[src/rtl/upd_coh_pkg.sv]
package upd_coh_pkg;

  typedef enum logic [1:0] {
    LS_EXCL  = 2'd0,
    LS_SHCLN = 2'd1,
    LS_SHMOD = 2'd2,
    LS_DIRTY = 2'd3
  } line_st_e;

  typedef enum logic [1:0] {
    BC_IDLE   = 2'd0,
    BC_READ   = 2'd1,
    BC_UPDATE = 2'd2,
    BC_WBACK  = 2'd3
  } bus_cmd_e;

  typedef enum logic [2:0] {
    PH_IDLE,
    PH_LOOK,
    PH_WBACK,
    PH_FILL,
    PH_UPD,
    PH_RESP
  } phase_e;

  // Lines this cache must write back or supply: it owns the freshest copy.
  function automatic logic is_owner(line_st_e s);
    return (s == LS_SHMOD) || (s == LS_DIRTY);
  endfunction

endpackage

[src/rtl/upd_line_array.sv]
module upd_line_array
  import upd_coh_pkg::*;
#(
  parameter int LINES  = 8,
  parameter int IDX_W  = 3,
  parameter int TAG_W  = 5,
  parameter int DATA_W = 16
) (
  input  logic              clk,
  input  logic              rst_n,
  // read port A: processor side
  input  logic [IDX_W-1:0]  pa_idx,
  output logic              pa_pres,
  output line_st_e          pa_st,
  output logic [TAG_W-1:0]  pa_tag,
  output logic [DATA_W-1:0] pa_data,
  // read port B: snoop side
  input  logic [IDX_W-1:0]  pb_idx,
  output logic              pb_pres,
  output line_st_e          pb_st,
  output logic [TAG_W-1:0]  pb_tag,
  output logic [DATA_W-1:0] pb_data,
  // local write (full line)
  input  logic              lw_en,
  input  logic [IDX_W-1:0]  lw_idx,
  input  logic              lw_pres,
  input  line_st_e          lw_st,
  input  logic [TAG_W-1:0]  lw_tag,
  input  logic [DATA_W-1:0] lw_data,
  // snoop write (state and word)
  input  logic              sw_en,
  input  logic [IDX_W-1:0]  sw_idx,
  input  line_st_e          sw_st,
  input  logic [DATA_W-1:0] sw_data
);

  logic              pres_v [LINES];
  line_st_e          st_v   [LINES];
  logic [TAG_W-1:0]  tag_v  [LINES];
  logic [DATA_W-1:0] data_v [LINES];

  for (genvar g = 0; g < LINES; g++) begin : g_line
    logic              p_q;
    line_st_e          s_q;
    logic [TAG_W-1:0]  t_q;
    logic [DATA_W-1:0] d_q;

    always_ff @(posedge clk) begin
      if (!rst_n) begin
        p_q <= 1'b0;
        s_q <= LS_EXCL;
        t_q <= '0;
        d_q <= '0;
      end else if (lw_en && lw_idx == IDX_W'(g)) begin
        p_q <= lw_pres;
        s_q <= lw_st;
        t_q <= lw_tag;
        d_q <= lw_data;
      end else if (sw_en && sw_idx == IDX_W'(g)) begin
        s_q <= sw_st;
        d_q <= sw_data;
      end
    end

    assign pres_v[g] = p_q;
    assign st_v[g]   = s_q;
    assign tag_v[g]  = t_q;
    assign data_v[g] = d_q;
  end

  assign pa_pres = pres_v[pa_idx];
  assign pa_st   = st_v[pa_idx];
  assign pa_tag  = tag_v[pa_idx];
  assign pa_data = data_v[pa_idx];

  assign pb_pres = pres_v[pb_idx];
  assign pb_st   = st_v[pb_idx];
  assign pb_tag  = tag_v[pb_idx];
  assign pb_data = data_v[pb_idx];

endmodule

[src/rtl/upd_snoop_resp.sv]
module upd_snoop_resp
  import upd_coh_pkg::*;
#(
  parameter int ADDR_W = 8,
  parameter int IDX_W  = 3,
  parameter int TAG_W  = 5,
  parameter int DATA_W = 16
) (
  input  logic              snp_valid,
  input  logic [1:0]        snp_cmd,
  input  logic [ADDR_W-1:0] snp_addr,
  input  logic [DATA_W-1:0] snp_data,
  output logic [IDX_W-1:0]  ln_idx,
  input  logic              ln_pres,
  input  line_st_e          ln_st,
  input  logic [TAG_W-1:0]  ln_tag,
  input  logic [DATA_W-1:0] ln_data,
  output logic              snp_shared,
  output logic              snp_supply,
  output logic [DATA_W-1:0] snp_rdata,
  output logic              sw_en,
  output line_st_e          sw_st,
  output logic [DATA_W-1:0] sw_data
);

  bus_cmd_e cmd;
  logic     hit, rd_hit, up_hit;

  always_comb begin
    ln_idx = snp_addr[IDX_W-1:0];
    cmd    = bus_cmd_e'(snp_cmd);
    hit    = snp_valid && ln_pres && (ln_tag == snp_addr[ADDR_W-1:IDX_W]);
    rd_hit = hit && (cmd == BC_READ);
    up_hit = hit && (cmd == BC_UPDATE);

    snp_shared = rd_hit || up_hit;
    snp_supply = rd_hit && is_owner(ln_st);
    snp_rdata  = snp_supply ? ln_data : '0;

    sw_en   = rd_hit || up_hit;
    sw_st   = ln_st;
    sw_data = ln_data;
    if (up_hit) begin
      sw_st   = LS_SHCLN;
      sw_data = snp_data;
    end else if (rd_hit) begin
      unique case (ln_st)
        LS_EXCL:  sw_st = LS_SHCLN;
        LS_DIRTY: sw_st = LS_SHMOD;
        default:  sw_st = ln_st;
      endcase
    end
  end

endmodule

[src/rtl/upd_proc_fsm.sv]
module upd_proc_fsm
  import upd_coh_pkg::*;
#(
  parameter int ADDR_W = 8,
  parameter int IDX_W  = 3,
  parameter int TAG_W  = 5,
  parameter int DATA_W = 16
) (
  input  logic              clk,
  input  logic              rst_n,
  input  logic              cpu_req_valid,
  output logic              cpu_req_ready,
  input  logic              cpu_req_write,
  input  logic [ADDR_W-1:0] cpu_req_addr,
  input  logic [DATA_W-1:0] cpu_req_wdata,
  output logic              cpu_rsp_valid,
  input  logic              cpu_rsp_ready,
  output logic [DATA_W-1:0] cpu_rsp_rdata,
  output logic              bus_req_valid,
  input  logic              bus_req_ready,
  output logic [1:0]        bus_req_cmd,
  output logic [ADDR_W-1:0] bus_req_addr,
  output logic [DATA_W-1:0] bus_req_data,
  input  logic [DATA_W-1:0] bus_rsp_data,
  input  logic              bus_shared_in,
  input  logic              snp_valid,
  output logic [IDX_W-1:0]  pa_idx,
  input  logic              pa_pres,
  input  line_st_e          pa_st,
  input  logic [TAG_W-1:0]  pa_tag,
  input  logic [DATA_W-1:0] pa_data,
  output logic              lw_en,
  output logic              lw_pres,
  output line_st_e          lw_st,
  output logic [TAG_W-1:0]  lw_tag,
  output logic [DATA_W-1:0] lw_data
);

  phase_e            phase_q, phase_d;
  logic              rq_wr_q;
  logic [ADDR_W-1:0] rq_addr_q;
  logic [DATA_W-1:0] rq_wdata_q;
  logic [DATA_W-1:0] rsp_q, rsp_d;

  logic [IDX_W-1:0]  rq_idx;
  logic [TAG_W-1:0]  rq_tag;
  logic              hit, fire;

  assign rq_idx = rq_addr_q[IDX_W-1:0];
  assign rq_tag = rq_addr_q[ADDR_W-1:IDX_W];
  assign pa_idx = rq_idx;
  assign hit    = pa_pres && (pa_tag == rq_tag);
  assign fire   = bus_req_valid && bus_req_ready;

  always_comb begin
    phase_d = phase_q;
    rsp_d   = rsp_q;
    lw_en   = 1'b0;
    lw_pres = pa_pres;
    lw_st   = pa_st;
    lw_tag  = pa_tag;
    lw_data = pa_data;
    unique case (phase_q)
      PH_IDLE: if (cpu_req_valid) phase_d = PH_LOOK;
      PH_LOOK: begin
        // A snoop in this cycle may change the line; decide one cycle later.
        if (!snp_valid) begin
          if (hit) begin
            if (!rq_wr_q) begin
              rsp_d   = pa_data;
              phase_d = PH_RESP;
            end else if (pa_st == LS_EXCL || pa_st == LS_DIRTY) begin
              lw_en   = 1'b1;
              lw_st   = LS_DIRTY;
              lw_data = rq_wdata_q;
              rsp_d   = rq_wdata_q;
              phase_d = PH_RESP;
            end else begin
              phase_d = PH_UPD;
            end
          end else if (pa_pres && is_owner(pa_st)) begin
            phase_d = PH_WBACK;
          end else begin
            phase_d = PH_FILL;
          end
        end
      end
      PH_WBACK: if (fire) begin
        lw_en   = 1'b1;
        lw_pres = 1'b0;
        phase_d = PH_FILL;
      end
      PH_FILL: if (fire) begin
        lw_en   = 1'b1;
        lw_pres = 1'b1;
        lw_tag  = rq_tag;
        lw_data = bus_rsp_data;
        if (!rq_wr_q) begin
          lw_st   = bus_shared_in ? LS_SHCLN : LS_EXCL;
          rsp_d   = bus_rsp_data;
          phase_d = PH_RESP;
        end else if (bus_shared_in) begin
          lw_st   = LS_SHCLN;
          phase_d = PH_UPD;
        end else begin
          lw_st   = LS_DIRTY;
          lw_data = rq_wdata_q;
          rsp_d   = rq_wdata_q;
          phase_d = PH_RESP;
        end
      end
      PH_UPD: if (fire) begin
        lw_en   = 1'b1;
        lw_st   = bus_shared_in ? LS_SHMOD : LS_DIRTY;
        lw_data = rq_wdata_q;
        rsp_d   = rq_wdata_q;
        phase_d = PH_RESP;
      end
      PH_RESP: if (cpu_rsp_ready) phase_d = PH_IDLE;
      default: phase_d = PH_IDLE;
    endcase
  end

  always_ff @(posedge clk) begin
    if (!rst_n) begin
      phase_q    <= PH_IDLE;
      rq_wr_q    <= 1'b0;
      rq_addr_q  <= '0;
      rq_wdata_q <= '0;
      rsp_q      <= '0;
    end else begin
      phase_q <= phase_d;
      rsp_q   <= rsp_d;
      if (phase_q == PH_IDLE && cpu_req_valid) begin
        rq_wr_q    <= cpu_req_write;
        rq_addr_q  <= cpu_req_addr;
        rq_wdata_q <= cpu_req_wdata;
      end
    end
  end

  always_comb begin
    cpu_req_ready = (phase_q == PH_IDLE);
    cpu_rsp_valid = (phase_q == PH_RESP);
    cpu_rsp_rdata = rsp_q;
    bus_req_valid = 1'b0;
    bus_req_cmd   = BC_IDLE;
    bus_req_addr  = rq_addr_q;
    bus_req_data  = '0;
    unique case (phase_q)
      PH_WBACK: begin
        bus_req_valid = 1'b1;
        bus_req_cmd   = BC_WBACK;
        bus_req_addr  = {pa_tag, rq_idx};
        bus_req_data  = pa_data;
      end
      PH_FILL: begin
        bus_req_valid = 1'b1;
        bus_req_cmd   = BC_READ;
      end
      PH_UPD: begin
        bus_req_valid = 1'b1;
        bus_req_cmd   = BC_UPDATE;
        bus_req_data  = rq_wdata_q;
      end
      default: ;
    endcase
  end

endmodule

[src/rtl/upd_coh_cache.sv]
module upd_coh_cache
  import upd_coh_pkg::*;
#(
  parameter int ADDR_W = 8,
  parameter int DATA_W = 16,
  parameter int LINES  = 8
) (
  input  logic              clk,
  input  logic              rst_n,
  input  logic              cpu_req_valid,
  output logic              cpu_req_ready,
  input  logic              cpu_req_write,
  input  logic [ADDR_W-1:0] cpu_req_addr,
  input  logic [DATA_W-1:0] cpu_req_wdata,
  output logic              cpu_rsp_valid,
  input  logic              cpu_rsp_ready,
  output logic [DATA_W-1:0] cpu_rsp_rdata,
  output logic              bus_req_valid,
  input  logic              bus_req_ready,
  output logic [1:0]        bus_req_cmd,
  output logic [ADDR_W-1:0] bus_req_addr,
  output logic [DATA_W-1:0] bus_req_data,
  input  logic [DATA_W-1:0] bus_rsp_data,
  input  logic              bus_shared_in,
  input  logic              snp_valid,
  input  logic [1:0]        snp_cmd,
  input  logic [ADDR_W-1:0] snp_addr,
  input  logic [DATA_W-1:0] snp_data,
  output logic              snp_shared,
  output logic              snp_supply,
  output logic [DATA_W-1:0] snp_rdata
);

  localparam int IDX_W = $clog2(LINES);
  localparam int TAG_W = ADDR_W - IDX_W;

  logic [IDX_W-1:0]  pa_idx, pb_idx, lw_idx_unused;
  logic              pa_pres, pb_pres;
  line_st_e          pa_st, pb_st;
  logic [TAG_W-1:0]  pa_tag, pb_tag;
  logic [DATA_W-1:0] pa_data, pb_data;
  logic              lw_en, lw_pres;
  line_st_e          lw_st;
  logic [TAG_W-1:0]  lw_tag;
  logic [DATA_W-1:0] lw_data;
  logic              sw_en;
  line_st_e          sw_st;
  logic [DATA_W-1:0] sw_data;

  assign lw_idx_unused = pa_idx;

  upd_proc_fsm #(
    .ADDR_W(ADDR_W), .IDX_W(IDX_W), .TAG_W(TAG_W), .DATA_W(DATA_W)
  ) u_fsm (
    .clk(clk), .rst_n(rst_n),
    .cpu_req_valid(cpu_req_valid), .cpu_req_ready(cpu_req_ready),
    .cpu_req_write(cpu_req_write), .cpu_req_addr(cpu_req_addr),
    .cpu_req_wdata(cpu_req_wdata),
    .cpu_rsp_valid(cpu_rsp_valid), .cpu_rsp_ready(cpu_rsp_ready),
    .cpu_rsp_rdata(cpu_rsp_rdata),
    .bus_req_valid(bus_req_valid), .bus_req_ready(bus_req_ready),
    .bus_req_cmd(bus_req_cmd), .bus_req_addr(bus_req_addr),
    .bus_req_data(bus_req_data),
    .bus_rsp_data(bus_rsp_data), .bus_shared_in(bus_shared_in),
    .snp_valid(snp_valid),
    .pa_idx(pa_idx), .pa_pres(pa_pres), .pa_st(pa_st),
    .pa_tag(pa_tag), .pa_data(pa_data),
    .lw_en(lw_en), .lw_pres(lw_pres), .lw_st(lw_st),
    .lw_tag(lw_tag), .lw_data(lw_data)
  );

  upd_line_array #(
    .LINES(LINES), .IDX_W(IDX_W), .TAG_W(TAG_W), .DATA_W(DATA_W)
  ) u_lines (
    .clk(clk), .rst_n(rst_n),
    .pa_idx(pa_idx), .pa_pres(pa_pres), .pa_st(pa_st),
    .pa_tag(pa_tag), .pa_data(pa_data),
    .pb_idx(pb_idx), .pb_pres(pb_pres), .pb_st(pb_st),
    .pb_tag(pb_tag), .pb_data(pb_data),
    .lw_en(lw_en), .lw_idx(lw_idx_unused), .lw_pres(lw_pres),
    .lw_st(lw_st), .lw_tag(lw_tag), .lw_data(lw_data),
    .sw_en(sw_en), .sw_idx(pb_idx), .sw_st(sw_st), .sw_data(sw_data)
  );

  upd_snoop_resp #(
    .ADDR_W(ADDR_W), .IDX_W(IDX_W), .TAG_W(TAG_W), .DATA_W(DATA_W)
  ) u_snoop (
    .snp_valid(snp_valid), .snp_cmd(snp_cmd), .snp_addr(snp_addr),
    .snp_data(snp_data),
    .ln_idx(pb_idx), .ln_pres(pb_pres), .ln_st(pb_st),
    .ln_tag(pb_tag), .ln_data(pb_data),
    .snp_shared(snp_shared), .snp_supply(snp_supply), .snp_rdata(snp_rdata),
    .sw_en(sw_en), .sw_st(sw_st), .sw_data(sw_data)
  );

endmodule

[config.mk]
export PLATFORM = sky130hd
export DESIGN_NAME = upd_coh_cache
export DESIGN_NICKNAME = d
export VERILOG_FILES = /design/src/rtl/upd_coh_pkg.sv /design/src/rtl/upd_line_array.sv /design/src/rtl/upd_snoop_resp.sv /design/src/rtl/upd_proc_fsm.sv /design/src/rtl/upd_coh_cache.sv
export SDC_FILE = /design/constraint.sdc
export NUM_CORES = 1
export LEC_CHECK = 0
export CORE_ASPECT_RATIO = 1.1
export CORE_UTILIZATION = 50
export CTS_CLUSTER_DIAMETER = 120
export DETAILED_ROUTE_END_ITERATION = 8
export GPL_TIMING_DRIVEN = 0
export PLACE_DENSITY = 0.8
export SETUP_SLACK_MARGIN = 0.3
export SYNTH_ARGS = -nofsm -noshare
export SYNTH_HDL_FRONTEND = slang
export SYNTH_HIERARCHICAL = 1
export SYNTH_SLANG_ARGS = --single-unit
[constraint.sdc]
create_clock -name clk -period 10.1 [get_ports clk]
set_clock_uncertainty 0.05 [all_clocks]
set_input_delay 2.02 -clock clk [delete_from_list [all_inputs] [get_ports clk]]
set_output_delay 2.02 -clock clk [all_outputs]
set_load 0.05 [all_outputs]
Word level (Yosys, flattened, before mapping)
Index checks and enable logic that the tools add are counted.

Register bits after elaboration: 236. Output and inout port bits: 63. Logic and storage cells: 241.

Order comparisons: 2. Equality and inequality tests: 36. Mux-type cells: 118. Bitwise gates (word level): 2. Reductions and logical operators: 46.

Operators by type and width (count): two-way mux 16 bit (38); binary-select mux 16 bit (select 3 bit) (2); one-hot mux 16 bit (3 select lines) (2); two-way mux 2 bit (30); one-hot mux 16 bit (2 select lines) (1); binary-select mux 5 bit (select 3 bit) (2); equality test 3 bit (second input constant) (10); two-way mux 5 bit (6); two-way mux 3 bit (9); logical AND 1 bit (25); equality test 3 x 2 -> 1 bit (second input constant) (6); one-hot mux 3 bit (6 select lines) (1); two-way mux 1 bit (17); nonzero test 2 bit (8); binary-select mux 2 bit (select 3 bit) (2); one-hot mux 2 bit (3 select lines) (2); equality test 2 bit (second input constant) (5); equality test 5 bit (2); inequality test 2 x 1 -> 1 bit (second input constant) (5); equality test 3 x 1 -> 1 bit (second input constant) (3); logical NOT 3 bit (3); >= comparator 4 bit (second input constant) (2); two-way mux 8 bit (1); NOT 3 -> 4 bit (2); 12 further kinds (20).

Depth between registers and ports, before layout
Gate-level depths: netlist of the first run.

Depth after elaboration: 13. Gate-level depth with buffers: 19. Depth with buffers taken out: 11.

Modules after synthesis
Netlist of the first run, hierarchy kept.

Modules (own cells, without submodules): upd_line_array (instances 1, cells an instance 1174, area each 10984.3 um2, sequential area each 3843.7 um2); upd_proc_fsm (instances 1, cells an instance 547, area each 3938.8 um2, sequential area each 880.8 um2); upd_snoop_resp (instances 1, cells an instance 69, area each 611.8 um2, sequential area each 0.0 um2).

Worst setup path after synthesis of the first run
No wires, ideal clock.

Kind: input port to output port. From: in snp_addr[0]. To: out snp_rdata[10]. Arrival time: 5.024 ns. Data required time: 8.030 ns. Slack: 3.006 ns. Stages: 11. Buffers on the path: 5. Cells stage by stage: buf_4 buf_4 buf_4 mux4_2 mux2_2 xor2_1 a2111oi_4 and3_1 buf_2 buf_2 and2_1.

Longest elaborated chain between the ends: 9. Elaborated cells on any way between the ends: 22. Classes of those cells: 3 x eq/ne; 13 x mux; 1 x bitwise; 5 x reduce/logical.

RTL lines: from (decl) (line upd_coh_cache.sv:27) `input logic [ADDR_W-1:0] snp_addr,`; NOT 3 -> 4 bit (not written as such) (line upd_line_array.sv:78) `assign pb_tag = tag_v[pb_idx];`; binary-select mux 5 bit (select 3 bit) (line upd_line_array.sv:78); two-way mux 5 bit (not written as such) (2 in a row) (line upd_line_array.sv:78); named net pb_tag[2] (line upd_coh_cache.sv:40) `logic [TAG_W-1:0] pa_tag, pb_tag;`; equality test 5 bit (line upd_snoop_resp.sv:32) `hit = snp_valid && ln_pres && (ln_tag == snp_addr[ADDR_W-1:IDX_W]);`; logical AND 1 bit (line upd_snoop_resp.sv:32); logical AND 1 bit (line upd_snoop_resp.sv:33) `rd_hit = hit && (cmd == BC_READ);`; logical AND 1 bit (line upd_snoop_resp.sv:37) `snp_supply = rd_hit && is_owner(ln_st);`; named net snp_supply (line upd_coh_cache.sv:30) `output logic snp_supply,`; two-way mux 16 bit (line upd_snoop_resp.sv:38) `snp_rdata = snp_supply ? ln_data : '0;`; to (decl) (line upd_coh_cache.sv:31) `output logic [DATA_W-1:0] snp_rdata`.

The timed path passes the listed nets, and every way through them passes these cells. The select of a mux whose other input is x is not followed.

Final worst setup path of the first run
From: in snp_addr[1]. To: out snp_rdata[12].

Longest elaborated chain between the ends: 9. Elaborated cells on any way between the ends: 22. Classes of those cells: 3 x eq/ne; 13 x mux; 1 x bitwise; 5 x reduce/logical.

RTL lines (line): NOT 3 -> 4 bit (not written as such) (upd_line_array.sv:78); binary-select mux 5 bit (select 3 bit) (upd_line_array.sv:78); two-way mux 5 bit (not written as such) (2 in a row) (upd_line_array.sv:78); named net pb_tag[2] (upd_coh_cache.sv:40); equality test 5 bit (upd_snoop_resp.sv:32); logical AND 1 bit (upd_snoop_resp.sv:32); logical AND 1 bit (upd_snoop_resp.sv:33); logical AND 1 bit (upd_snoop_resp.sv:37); two-way mux 16 bit (upd_snoop_resp.sv:38).

The timed path passes the listed nets, and every way through them passes these cells. The select of a mux whose other input is x is not followed.

==> results of run 1 <==
cell usage in the layout (no fill, tap or decap), types with 6 or more instances in the layout:
| cell | synthesis | routed |
|---|---|---|
| a21oi_1 | 61 | 61 |
| a22o_1 | 16 | 16 |
| a311oi_1 | 16 | 16 |
| a31oi_1 | 145 | 145 |
| and2_1 | 17 | 17 |
| buf_2 | 61 | 61 |
| buf_4 | 38 | 38 |
| buf_6 | 8 | 8 |
| clkbuf_1 | 98 | 99 |
| clkbuf_16 | 0 | 27 |
| clkbuf_8 | 2 | 8 |
| clkdlybuf4s50_1 | 0 | 129 |
| dfxtp_1 | 236 | 236 |
| inv_1 | 23 | 23 |
| mux2_2 | 69 | 69 |
| mux2_4 | 10 | 10 |
| mux2i_1 | 64 | 64 |
| mux4_2 | 96 | 96 |
| nand2_1 | 384 | 384 |
| nand4b_1 | 7 | 7 |
| nand4bb_1 | 6 | 6 |
| nor2_1 | 44 | 44 |
| nor2b_1 | 50 | 50 |
| nor4bb_1 | 17 | 17 |
| o21a_1 | 17 | 17 |
| o21ai_0 | 172 | 172 |
| o21ai_1 | 16 | 16 |
| o22ai_1 | 17 | 17 |
| o2bb2a_1 | 15 | 15 |
| o41ai_1 | 18 | 18 |
| xnor2_1 | 7 | 7 |
power groups by stage:
stage          clock [W]  sequential, W  combinational [W]
5_1_grt          0.00104        0.00103            0.00105
6_report         0.00100        0.00103           0.000997
3_3_place_gp           0        0.00104           0.000939
3_5_place_dp           0        0.00105           0.000960
2_1_floorplan          0        0.00103           0.000659
4_1_cts          0.00100        0.00103           0.000964
path summary, 6_finish.rpt:
| path | cells after the start | slack [ns] | start | end |
|---|---|---|---|---|
| setup / recovery | 12 | 1.66 | snp_addr[1] | snp_rdata[12] |
| hold / removal | 2 | 0.41 | u_fsm/cpu_rsp_rdata[4]$_SDFFE_PN0P_ | u_fsm/cpu_rsp_rdata[4]$_SDFFE_PN0P_ |
| setup reg to reg | 17 | 4.44 | u_fsm/rq_addr_q[1]$_SDFFE_PN0P_ | u_lines/g_line[5].d_q[14]$_SDFFE_PN0P_ |
| hold reg to reg | 2 | 0.41 | u_fsm/cpu_rsp_rdata[4]$_SDFFE_PN0P_ | u_fsm/cpu_rsp_rdata[4]$_SDFFE_PN0P_ |
layout make-up:
class                           count  area [sq um]  share of cell area (%)
Sequential cell                   236          4720                    25.9
Antenna cell                        1          2.50                  0.0137
Multi-Input combinational cell   1317          9620                    52.8
Clock buffer                       34           762                    4.18
Timing Repair Buffer              129          1290                    7.08
Tap cell                          414           518                    2.84
Buffer                            212          1090                    6.00
Inverter                           25          93.8                   0.515
Clock inverter                     10           130                   0.713
state kept, by name (all words and copies together), names as in the netlist, 3 cells and up:
register and flops:
u_fsm/cpu_rsp_rdata 16, u_fsm/phase_q 3, u_lines/g_line.s_q 16, u_fsm/rq_wdata_q 16
u_lines/g_line.d_q 128, u_lines/g_line.t_q 40, u_fsm/rq_addr_q 8, u_lines/g_line.p_q 8
tightest hold or removal path, cell delays in order, from the launching register on:
cell     delay, ns
dfxtp_1       0.31
nand2_1       0.05
mux2i_1       0.06
logic make-up (layout without fill, tap and decap cells):
kind of cell	Yosys count	in the layout	share of synthesized area, %
compound gates	508	508	20.2
xor+xnor	10	10	0.564
fa+ha+maj	5	5	0.403
buf+inv	237	410	7.65
flops	236	236	30.4
mux	239	239	24.0
other cells	0	1	0
simple gates	555	555	16.8
layer usage:
metal  wire (um)  vias up  GRT usage, %  part of all wire [%]
met4        4350        2          24.6                   7.3
li1            -     6845             -                     -
met2       26500     1278          57.5                    44
met3        7660      327          9.63                    13
met1       21500     7470          45.5                    36
met5          13        -             0                 0.022
per-stage QoR:
step                      total power (W)  cell area [sq um]  instances  util (%)
after CTS                         0.00299              18200       2377      59.8
after global routing              0.00312              18200       2378      59.8
after detailed placement          0.00200              17300       2333      56.8
final                             0.00303              18200       2378      59.8
after floorplan                   0.00169              15500       1790         -
after global placement            0.00198              17300       2333      56.8
==> flow_summary_export.csv, run 1 <==
group,metric,value,unit
timing,timing_hold_violations_final,0,
worst_setup_path,slowest_delay,0.81,ns
timing,post-route-min-period,8.44,ns
worst_setup_path,arrival,6.37,ns
worst_setup_path,cpMostUsedCell,"buf_2",
worst_setup_path,path_cells,"buf_4 > clkbuf_1 > buf_2 > mux4_2 > mux2_2 > xor2_1 > a2111oi_4 > and3_1 > buf_2 > buf_2 > and2_1 > clkdlybuf4s50_1",
clock_tree,postCtsHoldBufs,0,
layout,layout-drive-gt1-share,17.3,%
die,die_y,187,um
power_and_ir_drop,power_density,166,mW/mm^2
hold_path,hold_path_class,"reg -> reg",
logic_synthesis,syn-mean-instance-area,8.68,sq um
layout,area_delta_synth_final,17.4,%
clock_tree,cts_buffer_depth,3,
worst_setup_path,critPathCaptureType,"output pin",
timing,finalSetupViolCount,0,
logic_synthesis,synth.distinct_cells,66,
clock_tree,clk_latency,0.55,ns
clock_tree,cts_tree,"done",
worst_setup_path,cp_max_fo,10,
die,rows,67,
logic_synthesis,yosys.area.top_type,"dfxtp_1",
timing,fin_hold_ws,0.408,ns
timing,fmax,118,MHz
global_route,grt_pass1_vias,15762,
power_and_ir_drop,p_int,0.00193,W
die,core-area,0.0305,sq mm
timing,rsz0062_at_grt,"false",
logic_synthesis,synth_area_leaders,"dfxtp_1 (30%), mux4_2 (14%), nand2_1 (9.3%), a31oi_1 (5.8%), o21ai_0 (5.5%)",
power_and_ir_drop,switching_power,0.00110,W
place,hpwl,42400,um
power_and_ir_drop,leakagePower,6.60,nW
clock_tree,cts.reportedPaths.clkPinSlew,0.06,ns
global_route,grt_start_max_net_pins,15,
timing,slew_viol_final,0,
global_route,antenna_found_initial,2,
routing,antenna_left,0,
routing,dr.pass1.iters,9,
status,status,"finished, final reports clean",
clock_tree,cts_num_sinks,236,
timing,finalWorstSetupSlack,1.66,ns
logic_synthesis,ys_seq_area_share,30.4,%
clock_tree,cts_root_buf,"clkbuf_16",
logic_synthesis,synth_edf_count,0,
routing,wirelength,60000,um
clock_tree,htreeDepth,1,
timing,period_share,83.6,%
worst_setup_path,cp.required,8.03,ns
die,die_w,170,um
timing,finalSetupTns,0,ns
worst_setup_path,start_kind,"primary input",
logic_synthesis,synthTopCellsByCount,"nand2_1 (384), dfxtp_1 (236), o21ai_0 (172)",
worst_setup_path,slowest_stage,"clkdlybuf4s50_1",
power_and_ir_drop,clkPwrFrac,33.1,%
logic_synthesis,synth_seq_cells,236,
logic_synthesis,ys.flop_type,"dfxtp_1",
logic_synthesis,yosys_warnings,6,
job,cap_violations,0,
routing,drc_errors,0,
layout,fillCellCount,2648,
worst_setup_path,cp.buffers_inverters,6,
routing,wl_per_cell,25.2,um
die,start_util,50.9,%
logic_synthesis,synth_top_area_share,30.4,%
logic_synthesis,syn_nets,1869,
worst_setup_path,crit_type,"in -> out",
logic_synthesis,netlist_area,0.0155,sq mm
die,dieArea,0.0318,sq mm
global_route,grt_pass1_wl,90300,um
logic_synthesis,synthesis.instances,1790,
layout,nNetsFinal,2026,
clock_tree,postCtsSetupRepairBufs,0,
power_and_ir_drop,switching_share,36.2,%
worst_setup_path,cpLargestDelayFamily,"buffers and inverters",
die,num_io_pins,137,
clock_tree,cts_buffers,26,
power_and_ir_drop,combPwrFrac,32.9,%
global_route,gr-total-overflow,0,
power_and_ir_drop,seqPwrFrac,34.0,%
logic_synthesis,synth-async-reset-ratio,0,%
clock_tree,ctsResizeCount,0,
timing,worst_pin_slew,1.38,ns
place,post-place-ws,1.72,ns
place,port_buffers,129,
global_route,grt_use_total,37.2,%
power_and_ir_drop,vdd_drop_max,0.125,mV
routing,vias,15922,
routing,routed_via_density,6.70,
logic_synthesis,synthMostInstantiatedCell,"nand2_1",
routing,drt_iter0_markers,2717,
timing,relSlewSlack,7.05,%
place,gp_congestion,0.973,
No activity file was read; power rests on OpenSTA's default activity.
==> inputs of run 2 (changes only) <==
Clock period 10.1 ns to 8.21 ns, I/O delays scaled along.
==> results of run 2 <==
Same layout as run 1 (identical final DEF). Status: finished, final reports clean.
Among the figures that moved: setup slack after placement 1.72 ns -> 0.585 ns; setup slack after layout 1.66 ns -> 0.526 ns; register-to-register setup slack 4.44 ns -> 2.55 ns; total power 0.00303 W -> 0.00373 W; worst IR drop on VDD 0.125 mV -> 0.153 mV
